## config.mk

```make
export PLATFORM = sky130hd
export DESIGN_NAME = fwd_unit
export DESIGN_NICKNAME = d
export VERILOG_FILES = /design/src/rtl/fwd_pkg.sv /design/src/rtl/fwd_match.sv /design/src/rtl/fwd_pick.sv /design/src/rtl/fwd_opmux.sv /design/src/rtl/fwd_unit.sv
export SDC_FILE = /design/constraint.sdc
export NUM_CORES = 1
export LEC_CHECK = 0
export ABC_CLOCK_PERIOD_IN_PS = 3900
export BUFFER_PORTS_ARGS = -buffer_cell sky130_fd_sc_hd__buf_2
export CAP_MARGIN = 25
export CORE_AREA = 2 2 97 99
export DETAILED_ROUTE_END_ITERATION = 6
export DIE_AREA = 0 0 99 101
export PLACE_DENSITY = 0.71
export SLEW_MARGIN = 25
export SYNTH_ARGS = -nofsm -noshare
export SYNTH_HDL_FRONTEND = slang
export SYNTH_SLANG_ARGS = --single-unit
```

## constraint.sdc

```tcl
create_clock -name vclk -period 3.9
set_input_delay 0.78 -clock vclk [all_inputs]
set_output_delay 0.78 -clock vclk [all_outputs]
set_load 0.05 [all_outputs]
```

## src/rtl/fwd_pkg.sv

```systemverilog
package fwd_pkg;
    localparam int REG_W  = 5;
    localparam int DATA_W = 32;

    typedef enum logic [1:0] {
        SRC_RF = 2'b00,
        SRC_WB = 2'b01,
        SRC_XM = 2'b10
    } src_e;
endpackage

```

## src/rtl/fwd_match.sv

```systemverilog
module fwd_match #(
    parameter int REG_W = fwd_pkg::REG_W
) (
    input  logic [REG_W-1:0] src,
    input  logic [REG_W-1:0] dst,
    input  logic             wen,
    output logic             hit
);
    localparam logic [REG_W-1:0] ZERO_REG = '0;

    always_comb begin
        hit = wen && (dst != ZERO_REG) && (dst == src);
    end
endmodule

```

## src/rtl/fwd_pick.sv

```systemverilog
module fwd_pick (
    input  logic       hit_xm,
    input  logic       hit_wb,
    output logic [1:0] sel
);
    import fwd_pkg::*;

    always_comb begin
        if (hit_xm)      sel = SRC_XM;
        else if (hit_wb) sel = SRC_WB;
        else             sel = SRC_RF;
    end
endmodule

```

## src/rtl/fwd_opmux.sv

```systemverilog
module fwd_opmux #(
    parameter int DATA_W = fwd_pkg::DATA_W
) (
    input  logic [1:0]        sel,
    input  logic [DATA_W-1:0] rf_val,
    input  logic [DATA_W-1:0] xm_val,
    input  logic [DATA_W-1:0] wb_val,
    output logic [DATA_W-1:0] opnd
);
    import fwd_pkg::*;

    always_comb begin
        case (sel)
            SRC_XM:  opnd = xm_val;
            SRC_WB:  opnd = wb_val;
            default: opnd = rf_val;
        endcase
    end
endmodule

```

## src/rtl/fwd_unit.sv

```systemverilog
module fwd_unit #(
    parameter int REG_W  = fwd_pkg::REG_W,
    parameter int DATA_W = fwd_pkg::DATA_W
) (
    input  logic [REG_W-1:0]  src_a,
    input  logic [REG_W-1:0]  src_b,
    input  logic [DATA_W-1:0] rf_a,
    input  logic [DATA_W-1:0] rf_b,
    input  logic [REG_W-1:0]  xm_dst,
    input  logic              xm_wen,
    input  logic [DATA_W-1:0] xm_res,
    input  logic [REG_W-1:0]  mw_dst,
    input  logic              mw_wen,
    input  logic              mw_ld_sel,
    input  logic [DATA_W-1:0] mw_res,
    input  logic [DATA_W-1:0] mw_ld_data,
    output logic [1:0]        sel_a,
    output logic [1:0]        sel_b,
    output logic [DATA_W-1:0] opnd_a,
    output logic [DATA_W-1:0] opnd_b
);
    localparam int NUM_SRC = 2;

    logic [REG_W-1:0]  src_d  [NUM_SRC];
    logic [DATA_W-1:0] rf_d   [NUM_SRC];
    logic [1:0]        sel_d  [NUM_SRC];
    logic [DATA_W-1:0] opnd_d [NUM_SRC];
    logic [DATA_W-1:0] wb_val_d;

    // value the write-back stage is about to commit
    always_comb begin
        wb_val_d = mw_ld_sel ? mw_ld_data : mw_res;
    end

    always_comb begin
        src_d[0] = src_a;
        src_d[1] = src_b;
        rf_d[0]  = rf_a;
        rf_d[1]  = rf_b;
    end

    for (genvar k = 0; k < NUM_SRC; k++) begin : g_src
        logic hit_xm;
        logic hit_wb;

        fwd_match #(.REG_W(REG_W)) u_m_xm (
            .src (src_d[k]),
            .dst (xm_dst),
            .wen (xm_wen),
            .hit (hit_xm)
        );

        fwd_match #(.REG_W(REG_W)) u_m_wb (
            .src (src_d[k]),
            .dst (mw_dst),
            .wen (mw_wen),
            .hit (hit_wb)
        );

        fwd_pick u_pick (
            .hit_xm (hit_xm),
            .hit_wb (hit_wb),
            .sel    (sel_d[k])
        );

        fwd_opmux #(.DATA_W(DATA_W)) u_mux (
            .sel    (sel_d[k]),
            .rf_val (rf_d[k]),
            .xm_val (xm_res),
            .wb_val (wb_val_d),
            .opnd   (opnd_d[k])
        );
    end

    always_comb begin
        sel_a  = sel_d[0];
        sel_b  = sel_d[1];
        opnd_a = opnd_d[0];
        opnd_b = opnd_d[1];
    end
endmodule

```

Yosys cells after proc, flatten, opt, wreduce, memory -nomap -nowiden
Cells that the tools add are included.

Memories kept: 0. Bits in registers: 0. Memory bits (writable): 0. Bits in read-only memories: 0. Latch bits: 0. Output and inout bits: 68. Logic and storage cells: 23.

Equality and inequality tests: 8. Bitwise gates (word level): 0. Multipliers: 0. Divide/modulo/power cells: 0. Reductions and logical operators: 8. Add/subtract/negate cells: 0. Magnitude comparators: 0. Muxes and demuxes: 7. Shift operators: 0.

Operators with widths (count): $pmux W32 S2 (2); $mux W32 (1); $eq A5 B5 Y1 (4); $reduce_bool A5 Y1 (2); $logic_and A1 B1 Y1 (6); $eq A2 B1 Y1 const B (2); $eq A2 B2 Y1 const B (2); $mux W2 (2); $mux W1 (2).

Logic depth before layout (Yosys ltp)
Depth after elaboration: 7. Depth in mapped cells: 6. Mapped depth without buffers: 4.

Hierarchy
From an unflattened synthesis, not the netlist that was laid out.

Cell total of the unflattened synthesis: 306. Area total of the unflattened synthesis: 2165.8 um^2.

Modules (own cells, without submodules): fwd_opmux (area each 636.9 um^2, cells an instance 113, seq. area each 0.0 um^2, times used 2); fwd_unit (area each 544.3 um^2, cells an instance 36, seq. area each 0.0 um^2, times used 1); fwd_match (area each 76.3 um^2, cells an instance 10, seq. area each 0.0 um^2, times used 4); fwd_pick (area each 21.3 um^2, cells an instance 2, seq. area each 0.0 um^2, times used 2).

Worst setup path before layout
No wires, ideal clock.

Path kind: input to output. Start point: in mw_dst[0]. End point: out opnd_a[0]. Required time: 3.120 ns. Setup slack: 0.125 ns. Data arrival time: 2.995 ns. Cell stages on the path: 5. Cell sequence: or4_1 > o21a_1 > clkbuf_1 > and4_1 > o31ai_1.

Cells in the longest elaborated chain, start to end: 7.

RTL lines: from (decl) (line fwd_unit.sv:12) `input logic [REG_W-1:0] mw_dst,`; $reduce_bool A5 Y1 (line fwd_match.sv:12) `hit = wen && (dst != ZERO_REG) && (dst == src);`; $logic_and A1 B1 Y1 (line fwd_match.sv:12); $logic_and A1 B1 Y1 (*) (line fwd_match.sv:12); $mux W1 (*) (line fwd_pick.sv:10) `else if (hit_wb) sel = SRC_WB;`; $mux W2 (*) (line fwd_pick.sv:9) `if (hit_xm) sel = SRC_XM;`; $eq A2 B1 Y1 / $eq A2 B2 Y1 (equally long branches) (line fwd_opmux.sv:13) `case (sel)`; $pmux W32 S2 (*) (line fwd_opmux.sv:13); to (decl) (line fwd_unit.sv:19) `output logic [DATA_W-1:0] opnd_a,`.

Every way passes the cells marked *; elsewhere a longest branch is shown, timed or not.

Final worst setup path
Start point: in mw_dst[0]. End point: out opnd_a[8].

Same word-level chain as after synthesis.

==> metrics.cfg <==
[worst_setup_path]
worstSetupPathType = primary input to primary output
start_kind = primary input
required_ns = 3.12
end_kind = primary output
arrival_ns = 2.90
cp_max_fo = 65

[drt]
viasPerCell = 6.451
detail-route-antenna-nets = 0
wl_per_cell_um = 19.95
drtPass1Iterations = 4
drt_iter0_drc = 209
wl_um = 14110
vias = 4561
drcViolationCount = 0

[grt]
grt_max_degree = 66
overflow = 0
grt_antenna_before_repair = 0
grt_usage_pct = 25.43
first_global_vias = 4336
grt_pass1_wl_um = 21400

[clock_network]
postCtsSetupBuffers = 0
cts_resized = 0
holdBufCountCts = 0

[die]
rows = 35
die_y_um = 101
die_w_um = 99
dieArea_um2 = 9999
placeableCoreArea_um2 = 8977
initial_core_util_pct = 34.26
io_pins = 251

[min_path]
hold_path_end = opnd_a[2]
hold_path.class = primary input to primary output
worstHoldPathCells = 4
hold_start = xm_res[2]

[sta]
fin_ws_ns = 0.2158
relSlewSlack_pct = 57.05
fin_crit_ns = 3.684
timing.hold.ws_ns = 1.985
slew_viol_final = 0
setup_viol = 0
finalSetupTns_ns = 0
rsz0062_at_grt = false
fin_crit_sh_pct = 94.47
finalHoldViolCount = 0
fmax_ghz = 0.2714
tightestPinTransition_ns = 0.6443

[final_layout]
clockBufferCount = 0
antenna_cells = 0
numSequentialCells = 0
area_delta_synth_final_pct = 42.39
n_fill_cell = 895
nets = 781
multi_input_area_um2 = 2764
final_util_pct = 48.78
mostFrequentLayoutCell = buf_2
seq_area_um2 = 0
drive_gt1_share_pct = 56.71
layout_common_cells = buf_2, a31oi_1, and4_1, nand4_1, o31ai_2
final_cells = 707

[yosys]
syn_inst = 401
netlist-cell-type-count = 18
synthesis.nets = 584
synth_area_um2 = 3075
avgSynthCellArea_um2 = 7.669
ys_seq_area_share_pct = 0
yosysWarnings = 0

[placed_design]
place_hpwl_um = 9906
port_buffers = 251
dp.cells = 707
place_ws_ns = 0.2606
gp_congestion = 0.9061

[status]
status = complete, no violations

[power]
vdd.ir_drop.worst_v = 0.00006818
power_density_nw_per_um2 = 157.7
leakage_uw = 0.001991

[flow_run]
cap_violations = 0

==> critical path, stage by stage <==
cell and delay (ns):
buf_2 0.12, or4_1 0.57, o21a_4 0.42, buf_12 0.28
and4_1 0.18, o31ai_2 0.20, buf_2 0.31
==> worst max-delay path by stage <==
stage                          from  cells after the start          to
final                     mw_dst[0]                      7   opnd_a[8]
after global routing      mw_dst[0]                      7   opnd_a[8]
after CTS                 mw_dst[0]                      7   opnd_b[8]
after detailed placement  mw_dst[0]                      7   opnd_a[8]
after global placement    xm_dst[0]                      7  opnd_a[24]
after floorplan           mw_dst[0]                      5   opnd_a[0]
==> area by class of cell <==
cell class,instances,share of cell area (%)
multi-input cells,326,63.11
well taps,111,3.171
repair buffers,270,33.71
==> through the flow <==
stage	power (uW)	instance area, um2
after global routing	726.3	4379
after floorplan	441.7	3075
after detailed placement	682.0	4379
after global placement	673.9	4379
after CTS	684.1	4379
final	690.6	4379
==> kinds of logic after synthesis <==
family,after synthesis,synth area share [%]
muxes,32,10.42
xor gates and xnor gates,20,5.696
and+or+nand+nor,144,33.85
buffers and inverters,75,11.80
AOI/OAI and AO/OA,130,38.24
==> power breakdown <==
| part | internal (uW) | switching (uW) | leakage [uW] |
|---|---|---|---|
| Combinational | 216 | 475 | 0.00199 |
| Clock | 0 | 0 | 0 |
| Sequential | 0 | 0 | 0 |
| Total | 216 | 475 | 0.00199 |
==> layer usage <==
metal / global-route usage (%) / wire (um)
met3: 3.259 / 998
met4: 7.798 / 333
met2: 46.57 / 7065
met5: 0 / 0
met1: 30.81 / 5709
==> synthesized netlist by cell type, drive strengths merged <==
library cell,count,area [um2]
a31oi,64,400.4
and3,2,12.51
and4,64,560.5
buf,25,175.2
clkbuf,50,187.7
mux2i,32,320.3
nand3,2,10.01
nand4,64,400.4
nor2,6,22.52
nor3,4,20.02
o21a,2,15.01
o31ai,64,760.7
or4,2,15.01
xor2,20,175.2
Note: power is estimated with default switching activity, not from simulation.
